## src/rtl/cpd_pkg.sv

```systemverilog
package cpd_pkg;

  localparam int CNT_W = 16;

  localparam logic [2:0] OP_NOP     = 3'd0;
  localparam logic [2:0] OP_SETDIV  = 3'd1;
  localparam logic [2:0] OP_PHASE   = 3'd2;
  localparam logic [2:0] OP_START   = 3'd3;
  localparam logic [2:0] OP_STOP    = 3'd4;
  localparam logic [2:0] OP_RESTART = 3'd5;
  localparam logic [2:0] OP_WRA     = 3'd6;
  localparam logic [2:0] OP_WRB     = 3'd7;

  typedef struct packed {
    logic [CNT_W-1:0] a;
    logic [CNT_W-1:0] b;
    logic [CNT_W-1:0] c;
  } cmpSet_t;

  typedef struct packed {
    logic run;
    logic restart;
  } strobe_t;

  // (base + step) reduced into 0..modv-1; modv must be non-zero
  function automatic logic [CNT_W-1:0] wrapAdd(
    input logic [CNT_W-1:0]        base,
    input logic signed [CNT_W-1:0] step,
    input logic [CNT_W-1:0]        modv
  );
    logic signed [CNT_W+1:0] sum;
    logic signed [CNT_W+1:0] m;
    logic signed [CNT_W+1:0] r;
    sum = $signed({2'b00, base}) + $signed({{2{step[CNT_W-1]}}, step});
    m   = $signed({2'b00, modv});
    r   = sum % m;
    if (r < 0) r = r + m;
    return r[CNT_W-1:0];
  endfunction

endpackage

```

## src/rtl/cpd_ctrl.sv

```systemverilog
module cpd_ctrl
  import cpd_pkg::*;
#(
  parameter int DEF_DIV = 128
) (
  input  logic             clk,
  input  logic             rstN,
  input  logic             cmdValid,
  input  logic [2:0]       cmdOp,
  input  logic [CNT_W-1:0] cmdData,
  output cmpSet_t          cmpSet,
  output strobe_t          strobes
);

  localparam logic [CNT_W-1:0] DEF_C = CNT_W'(DEF_DIV);
  localparam logic [CNT_W-1:0] DEF_A = CNT_W'(1);
  localparam logic [CNT_W-1:0] DEF_B = CNT_W'(1 + (DEF_DIV >> 1));

  cmpSet_t cmpQ;
  logic    runQ;

  logic [CNT_W-1:0] phaseA;
  logic [CNT_W-1:0] phaseB;

  always_comb begin
    phaseA = cmpQ.a;
    phaseB = cmpQ.b;
    if (cmpQ.c != '0) begin
      phaseA = wrapAdd(cmpQ.a, $signed(cmdData), cmpQ.c);
      phaseB = wrapAdd(cmpQ.b, $signed(cmdData), cmpQ.c);
    end
  end

  always_ff @(posedge clk or negedge rstN) begin
    if (!rstN) begin
      cmpQ.a <= DEF_A;
      cmpQ.b <= DEF_B;
      cmpQ.c <= DEF_C;
      runQ   <= 1'b1;
    end else if (cmdValid) begin
      case (cmdOp)
        OP_SETDIV: begin
          cmpQ.c <= cmdData;
          cmpQ.a <= CNT_W'(1);
          cmpQ.b <= CNT_W'(1) + (cmdData >> 1);
        end
        OP_PHASE: begin
          if (cmpQ.c != '0) begin
            if (phaseA == '0) begin
              cmpQ.a <= CNT_W'(1);
              cmpQ.b <= phaseB + CNT_W'(1);
            end else begin
              cmpQ.a <= phaseA;
              cmpQ.b <= phaseB;
            end
          end
        end
        OP_START: runQ   <= 1'b1;
        OP_STOP:  runQ   <= 1'b0;
        OP_WRA:   cmpQ.a <= cmdData;
        OP_WRB:   cmpQ.b <= cmdData;
        default: ;
      endcase
    end
  end

  assign cmpSet          = cmpQ;
  assign strobes.run     = runQ;
  assign strobes.restart = cmdValid && (cmdOp == OP_RESTART);

endmodule

```

## src/rtl/cpd_datapath.sv

```systemverilog
module cpd_datapath
  import cpd_pkg::*;
#(
  parameter int SYNC_STAGES = 2
) (
  input  logic    clk,
  input  logic    rstN,
  input  cmpSet_t cmpSet,
  input  strobe_t strobes,
  input  logic    evtIn,
  output logic    waveA,
  output logic    waveB
);

  localparam int LAST = SYNC_STAGES - 1;

  logic [CNT_W-1:0]       count;
  logic [SYNC_STAGES-1:0] syncQ;
  logic                   evtPrev;
  logic                   evtRise;
  logic                   hitA, hitB, hitC;

  always_ff @(posedge clk or negedge rstN) begin
    if (!rstN)                 count <= '0;
    else if (strobes.restart)  count <= '0;
    else if (strobes.run)      count <= (count == cmpSet.c) ? '0 : count + CNT_W'(1);
  end

  assign hitA = strobes.run && (count == cmpSet.a);
  assign hitB = strobes.run && (count == cmpSet.b);
  assign hitC = strobes.run && (count == cmpSet.c);

  for (genvar s = 0; s < SYNC_STAGES; s++) begin : g_sync
    if (s == 0) begin : g_first
      always_ff @(posedge clk or negedge rstN)
        if (!rstN) syncQ[s] <= 1'b0;
        else       syncQ[s] <= evtIn;
    end else begin : g_rest
      always_ff @(posedge clk or negedge rstN)
        if (!rstN) syncQ[s] <= 1'b0;
        else       syncQ[s] <= syncQ[s-1];
    end
  end

  always_ff @(posedge clk or negedge rstN) begin
    if (!rstN) evtPrev <= 1'b0;
    else       evtPrev <= syncQ[LAST];
  end

  assign evtRise = syncQ[LAST] && !evtPrev;

  always_ff @(posedge clk or negedge rstN) begin
    if (!rstN) begin
      waveA <= 1'b0;
      waveB <= 1'b0;
    end else begin
      if (hitC)      waveA <= 1'b0;
      else if (hitA) waveA <= 1'b1;
      if (evtRise)   waveB <= 1'b1;
      else if (hitB) waveB <= 1'b0;
    end
  end

endmodule

```

## src/rtl/carrier_phase_div.sv

```systemverilog
module carrier_phase_div
  import cpd_pkg::*;
#(
  parameter int DEF_DIV     = 128,
  parameter int SYNC_STAGES = 2
) (
  input  logic        clk,
  input  logic        rstN,
  input  logic        cmdValid,
  input  logic [2:0]  cmdOp,
  input  logic [15:0] cmdData,
  input  logic        evtIn,
  output logic        waveA,
  output logic        waveB
);

  cmpSet_t cmpSet;
  strobe_t strobes;

  cpd_ctrl #(.DEF_DIV(DEF_DIV)) u_ctrl (
    .clk(clk), .rstN(rstN), .cmdValid(cmdValid), .cmdOp(cmdOp),
    .cmdData(cmdData), .cmpSet(cmpSet), .strobes(strobes)
  );

  cpd_datapath #(.SYNC_STAGES(SYNC_STAGES)) u_dp (
    .clk(clk), .rstN(rstN), .cmpSet(cmpSet), .strobes(strobes),
    .evtIn(evtIn), .waveA(waveA), .waveB(waveB)
  );

endmodule

```

## config.mk

```make
export PLATFORM = sky130hd
export DESIGN_NAME = carrier_phase_div
export DESIGN_NICKNAME = d
export VERILOG_FILES = /design/src/rtl/cpd_pkg.sv /design/src/rtl/cpd_ctrl.sv /design/src/rtl/cpd_datapath.sv /design/src/rtl/carrier_phase_div.sv
export SDC_FILE = /design/constraint.sdc
export NUM_CORES = 1
export LEC_CHECK = 0
export ABC_AREA = 1
export BUFFER_PORTS_ARGS = -buffer_cell sky130_fd_sc_hd__buf_2
export CAP_MARGIN = 25
export CORE_ASPECT_RATIO = 1.4
export CORE_MARGIN = 8
export CORE_UTILIZATION = 45
export DETAILED_ROUTE_END_ITERATION = 8
export PLACE_DENSITY = 0.58
export SYNTH_ARGS = -nofsm -noshare
export SYNTH_HDL_FRONTEND = slang
export SYNTH_SLANG_ARGS = --single-unit
export TNS_END_PERCENT = 1
```

## constraint.sdc

```tcl
create_clock -name clk -period 97.4 [get_ports clk]
set_input_delay 19.48 -clock clk [delete_from_list [all_inputs] [get_ports clk]]
set_output_delay 19.48 -clock clk [all_outputs]
set_load 0.01 [all_outputs]
```

== Word-level counts from Yosys, hierarchy flattened ==
Index checks and enable logic that the tools add are counted.

* Bits in registers: 70
* Latch bits: 0
* RAM bits: 0
* Bits in read-only memories: 0
* Bits of input ports: 23
* Output and inout port bits: 2
* Logic and storage cells: 66
* Memories: 0

* Add/subtract/negate cells: 7
* $mul: 0
* Divide/modulo/power cells: 2
* Order comparisons: 2
* Equality and inequality tests: 11
* Shift-type cells: 0
* Mux-type cells: 16
* Bitwise logic cells: 0
* Reductions and logical operators: 18

{| class="wikitable"
|+ Operator list
! kind !! count
|-
| $mux W16 || 7
|-
| $pmux W16 S3 || 2
|-
| $mux W32 || 2
|-
| $eq A16 B16 Y1 || 3
|-
| $add A17 B16 Y18 || 2
|-
| $lt A18 B1 Y1 const B || 2
|-
| $mod A18 B17 Y18 || 2
|-
| $add A16 B1 Y16 const B || 2
|-
| $add A16 B16 Y16 || 2
|-
| $add A1 B15 Y16 const A || 1
|-
| $logic_not A16 Y1 || 1
|-
| $reduce_bool A16 Y1 || 1
|-
| $eq A3 B3 Y1 const B || 4
|-
| $reduce_bool A2 Y1 || 4
|-
| $eq A3 B2 Y1 const B || 2
|-
| $reduce_and A3 Y1 || 2
|-
| $reduce_bool A3 Y1 || 2
|-
| $logic_and A1 B1 Y1 || 5
|-
| $mux W1 || 4
|-
| $reduce_and A2 Y1 || 2
|-
| $eq A3 B1 Y1 const B || 1
|-
| $ne A2 B1 Y1 const B || 1
|-
| $pmux W1 S2 || 1
|-
| $logic_not A1 Y1 || 1
|}

== Longest topological paths before layout ==
* Depth in word-level cells: 9
* Mapped depth: 316
* Gate-level depth less buffers: 307

== By module ==
A second synthesis with hierarchy kept.

* Cell total of the unflattened synthesis: 4591
* Area, all modules: 27134.8 µm²

{| class="wikitable"
|+ By module, submodules not included
! module !! instances !! cells each !! area an instance (µm²) !! sequential area each (µm²)
|-
| cpd_ctrl || 1 || 4269 || 25175.4 || 1232.4
|-
| cpd_datapath || 1 || 322 || 1959.4 || 525.5
|}

== Worst setup path before layout ==
OpenSTA, ideal clock, no wires.

* Path type: input -> register
* From: input cmdData[0]
* To: register u_ctrl.cmpQ, in the netlist u_ctrl.cmpSet[31]
* Library setup time: 0.122 ns
* Arrival: 58.329 ns
* Required time: 97.278 ns
* Slack: 38.949 ns
* Stages on the path: 311
* Path buffers: 11
* Cell sequence: ha_1 -> fa_1 -> nand3_1 -> nand3_1 -> nand3_1 -> nand3_1 -> nand2_1 -> nand2_1 -> nor2_1 -> nand2_1 -> nor2_1 -> nand4_1 -> inv_1 -> ha_1 -> o21ai_1 -> a21boi_0 -> ha_1 -> o21a_1 -> [275 not listed] -> nor2_1 -> inv_1 -> a21oi_1 -> o21bai_1 -> nand3_1 -> nand2_1 -> nand2_1 -> nand2_1 -> a21oi_1 -> xor2_1 -> nand2_1 -> xor2_1 -> nand2_1 -> o21ai_0 -> inv_1 -> nand4_1 -> nand3_1 -> a21oi_1

* Longest elaborated chain between the ends: 9
* Elaborated cells on any way between the ends: 17
* Those cells by class: add/sub (5); div (2); order compare (2); mux (7); reduce/logical (1)

{| class="wikitable"
|+ Ends and longest elaborated chain
! what !! RTL line !! text
|-
| start: declaration || carrier_phase_div.sv:11 || <nowiki>input logic [15:0] cmdData,</nowiki>
|-
| $add A17 B16 Y18 || cpd_pkg.sv:34 || <nowiki>sum = $signed({2'b00, base}) + $signed({{2{step[CNT_W-1]}}, step});</nowiki>
|-
| $mod A18 B17 Y18 || cpd_pkg.sv:36 || <nowiki>r = sum % m;</nowiki>
|-
| $add A16 B16 Y16 / $lt A18 B1 Y1 (equally long branches) || cpd_pkg.sv:37 || <nowiki>if (r < 0) r = r + m;</nowiki>
|-
| $mux W16 || cpd_pkg.sv:37 ||
|-
| $mux W16 || cpd_ctrl.sv:28 || <nowiki>if (cmpQ.c != '0) begin</nowiki>
|-
| $add A16 B1 Y16 / $logic_not A16 Y1 (equally long branches) || cpd_ctrl.sv:51, cpd_ctrl.sv:49 ||
|-
| $mux W32 * || cpd_ctrl.sv:49 || <nowiki>if (phaseA == '0) begin</nowiki>
|-
| $mux W32 * || cpd_ctrl.sv:48 || <nowiki>if (cmpQ.c != '0) begin</nowiki>
|-
| $pmux W16 S3 * || cpd_ctrl.sv:41 || <nowiki>case (cmdOp)</nowiki>
|-
| end: declaration || cpd_ctrl.sv:19 || <nowiki>cmpSet_t cmpQ;</nowiki>
|}

Mark *: on every way between the ends. The rest lies on a longest branch, timed or not. The select of a mux whose other input is x is not followed.
A chain may end at the register's enable or synchronous reset.

== Worst setup path after layout ==
* From: input cmdData[3]
* To: register u_ctrl.cmpQ, in the netlist u_ctrl.cmpSet[31]

* Longest elaborated chain between the ends: 9
* Elaborated cells on any way between the ends: 18
* Those cells by class: add/sub (6); div (2); order compare (2); mux (7); reduce/logical (1)

{| class="wikitable"
|+ Ends and longest elaborated chain
! what !! RTL line
|-
| $add A17 B16 Y18 || cpd_pkg.sv:34
|-
| $mod A18 B17 Y18 || cpd_pkg.sv:36
|-
| $add A16 B16 Y16 / $lt A18 B1 Y1 (equally long branches) || cpd_pkg.sv:37
|-
| $mux W16 || cpd_pkg.sv:37
|-
| $mux W16 || cpd_ctrl.sv:28
|-
| $add A16 B1 Y16 / $logic_not A16 Y1 (equally long branches) || cpd_ctrl.sv:51, cpd_ctrl.sv:49
|-
| $mux W32 || cpd_ctrl.sv:49
|-
| $mux W32 || cpd_ctrl.sv:48
|-
| $pmux W16 S3 * || cpd_ctrl.sv:41
|}

Marks and branches as above.

==> impl_metrics.ini <==
[clock_tree]
clk_pin_slew_ns = 0.06
htreeDepth = 3
cts_hold_buffers = 0
cts.sinks = 70
cts_tree = done
clock_latency_ns = 0.35
post_cts_buffers = 0
cts_resized = 0
cts_buffers = 9
clk_path_buf_depth = 2
root_buffer = clkbuf_16

[critical_path]
cpMostUsedCell = nand2_1
worstPathArrival_ns = 67.38
critPathKind = in2reg
cp_slowest_cell = a21oi_1
worstSetupStartpointType = primary input
critPathMaxStageDelay_ns = 0.64
required_ns = 97.68
cp_max_fo = 33
cp-end-kind = register

[final_layout]
drive_above_1_share_pct = 5.710
final_nets = 5043
syn_to_final_growth_pct = 4.859

[timing]
skew_ns = 0.01110
rsz0062_at_grt = false
slew_headroom_pct = 36.56
min_period_ns = 67.10
min_period_over_period_pct = 68.89
setup_viol = 0
fin_tns_setup_ns = 0
fmax_mhz = 14.90
drv_slew = 0
hold_viol = 0
tightest_slew_ns = 0.9494

[route]
via_count = 28670
drtAntennaViolNets = 0
firstDrtPassIters = 5
routed_via_density = 5.292
wl_per_cell_um = 16.93
drc_errors = 0
drt_wl_total_um = 91710
dr.first_iter.drc_count = 1443

[global_route]
antenna_found_initial = 1
grt_pass1_wl_um = 145200
overflow = 0
grt_pass1_vias = 27370
grt_max_degree = 71
grtUsageTotal_pct = 26.11

[floorplan]
fp.dieW_um = 223.9
core_area_um2 = 59810
ios = 25
dieArea_um2 = 68720
row_count = 106
die_height_um = 307.0
start_util_pct = 45.50

[logic_synthesis]
synth_xor_area_share_pct = 10.33
async_reset_ff_share_pct = 100.0
syn-cell-area_um2 = 27220
synth.area.top_cells = ha_1 (19%), nand2_1 (18%), inv_1 (9.8%)
ys_ff_latch = 70
synthAdderAreaFrac_pct = 19.43
syn_inst = 4610
synth-edff-count = 0
synthDominantCellAreaShare_pct = 18.99
synth_area_leader_cell = ha_1
synth_top_family_by_area = simple AND/OR/NAND/NOR gates
synthMuxAreaShare_pct = 0.03678
ys_types = 69
avgSynthCellArea_um2 = 5.904
yosysWarningCount = 0
ys_seq_area_share_pct = 6.459
synth_flop_cell = dfrtp_1
synth_compound_area_share_pct = 17.41
syn-num-nets = 5052
yosys.area_share.simple_pct = 34.46

[placed_design]
port_buffers = 24
place.gp.congestion = 0.9852
dp_hpwl_um = 74400

[run]
cap_violations = 0

[run_status]
status = completed

[worst_hold_path]
min_path_type = reg2reg
==> state kept, by name (all words and copies together) (netlist names) <==
signal         count
u_ctrl.cmpSet     48
u_ctrl.runQ        1
u_dp.count        16
u_dp.syncQ         2
u_dp.waveA         1
u_dp.evtPrev       1
u_dp.waveB         1
==> synth_stat cells (7+ instances only) <==
cell type and n:
nand2_1 1271, inv_1 713, ha_1 413, nor2_1 312
a21oi_1 301, nand3_1 301, xor2_1 211, o21ai_0 195
xnor2_1 110, o21ai_1 92, dfrtp_1 65, nor3_1 52
nand4_1 50, o21bai_1 48, or2_2 45, a21o_1 33
clkbuf_1 31, nand3_2 28, nand2_2 26, buf_2 25
a31oi_1 17, o22ai_1 17, o31ai_1 17, a211oi_1 16
a22oi_1 16, nor2_2 16, nand3b_1 14, inv_2 13
o21ai_2 13, a221oi_1 11, buf_4 11, nor4_1 10
buf_6 9, a21boi_0 8, and2_1 7, nor2_4 7
==> cell families after synthesis <==
| kind of cell | Yosys count |
|---|---|
| and+or+nand+nor | 2163 |
| AOI/OAI and AO/OA | 821 |
| buffers and inverters | 815 |
| adders and majority gates | 419 |
| xor gates and xnor gates | 321 |
| DFF | 70 |
| muxes | 1 |
==> stage by stage <==
stage | cells | area, um2 | hold WS, ns | worst slack, ns | utilization [%]
2_1_floorplan | 4610 | 27220 | 0.3312 | 38.95 | -
3_3_place_gp | 5398 | 28150 | 0.3497 | 29.43 | 47.07
3_5_place_dp | 5399 | 28160 | 0.3433 | 29.88 | 47.08
4_1_cts | 5415 | 28510 | 0.3604 | 30.04 | 47.66
5_1_grt | 5417 | 28540 | 0.3626 | 24.24 | 47.71
6_report | 5417 | 28540 | 0.3614 | 30.30 | 47.71
==> final cells by class <==
cell class,instances,area (um2)
fillers,6540,31280
multi-input cells,3725,22240
inverters,733,2753
flip-flops and latches,70,1758
well taps,810,1013
repair buffers,62,427.9
clock buffers,11,242.7
clock inverters,5,106.4
diodes,1,2.502
==> worst paths after layout <==
| check | startpoint | end | slack, ns | cells past startpoint |
|---|---|---|---|---|
| max in group asynchronous | rstN | u_ctrl.cmpSet[16] | 77.75 | 2 |
| hold reg to reg | u_dp.syncQ[0] | u_dp.syncQ[1] | 0.36 | 0 |
| hold / removal | u_dp.syncQ[0] | u_dp.syncQ[1] | 0.36 | 0 |
| min in group asynchronous | rstN | u_ctrl.cmpSet[31] | 19.06 | 1 |
| setup / recovery | cmdData[3] | u_ctrl.cmpSet[31] | 30.30 | 296 |
| setup reg to reg | u_ctrl.cmpSet[20] | u_ctrl.cmpSet[31] | 49.13 | 295 |
==> layer usage <==
layer	up-vias	share of wire (%)	global-route usage, %
li1	15050	-	-
met1	12910	43	30.41
met2	531	48	47.55
met3	183	3.4	2.191
met4	0	5.7	12.71
met5	-	0	0
==> critical path: cells and delay by family <==
kind,cells,cell delay [ns]
adders and majority gates,21,6.43
buffers and inverters,44,5.25
AOI/OAI and AO/OA,130,24.72
xor gates and xnor gates,1,0.18
and+or+nand+nor,100,11.16
==> layout by cell type (no fill, tap or decap), types with 18 or more instances in the layout <==
master / n
dfrtp_1: 65
nor2_1: 310
o21ai_1: 92
nand2_2: 26
or2_2: 45
nand3_2: 28
ha_1: 413
nand3_1: 301
a21o_1: 33
nor3_1: 52
nand4_1: 50
inv_1: 707
xor2_1: 211
nand2_1: 1271
o21bai_1: 48
buf_4: 38
o21ai_0: 195
xnor2_1: 110
nor2_2: 18
a21oi_1: 301
buf_2: 23
Power is left out: the tool's default activity adds up to more than one toggle a clock period on the data nets, which glitch-free logic cannot reach.
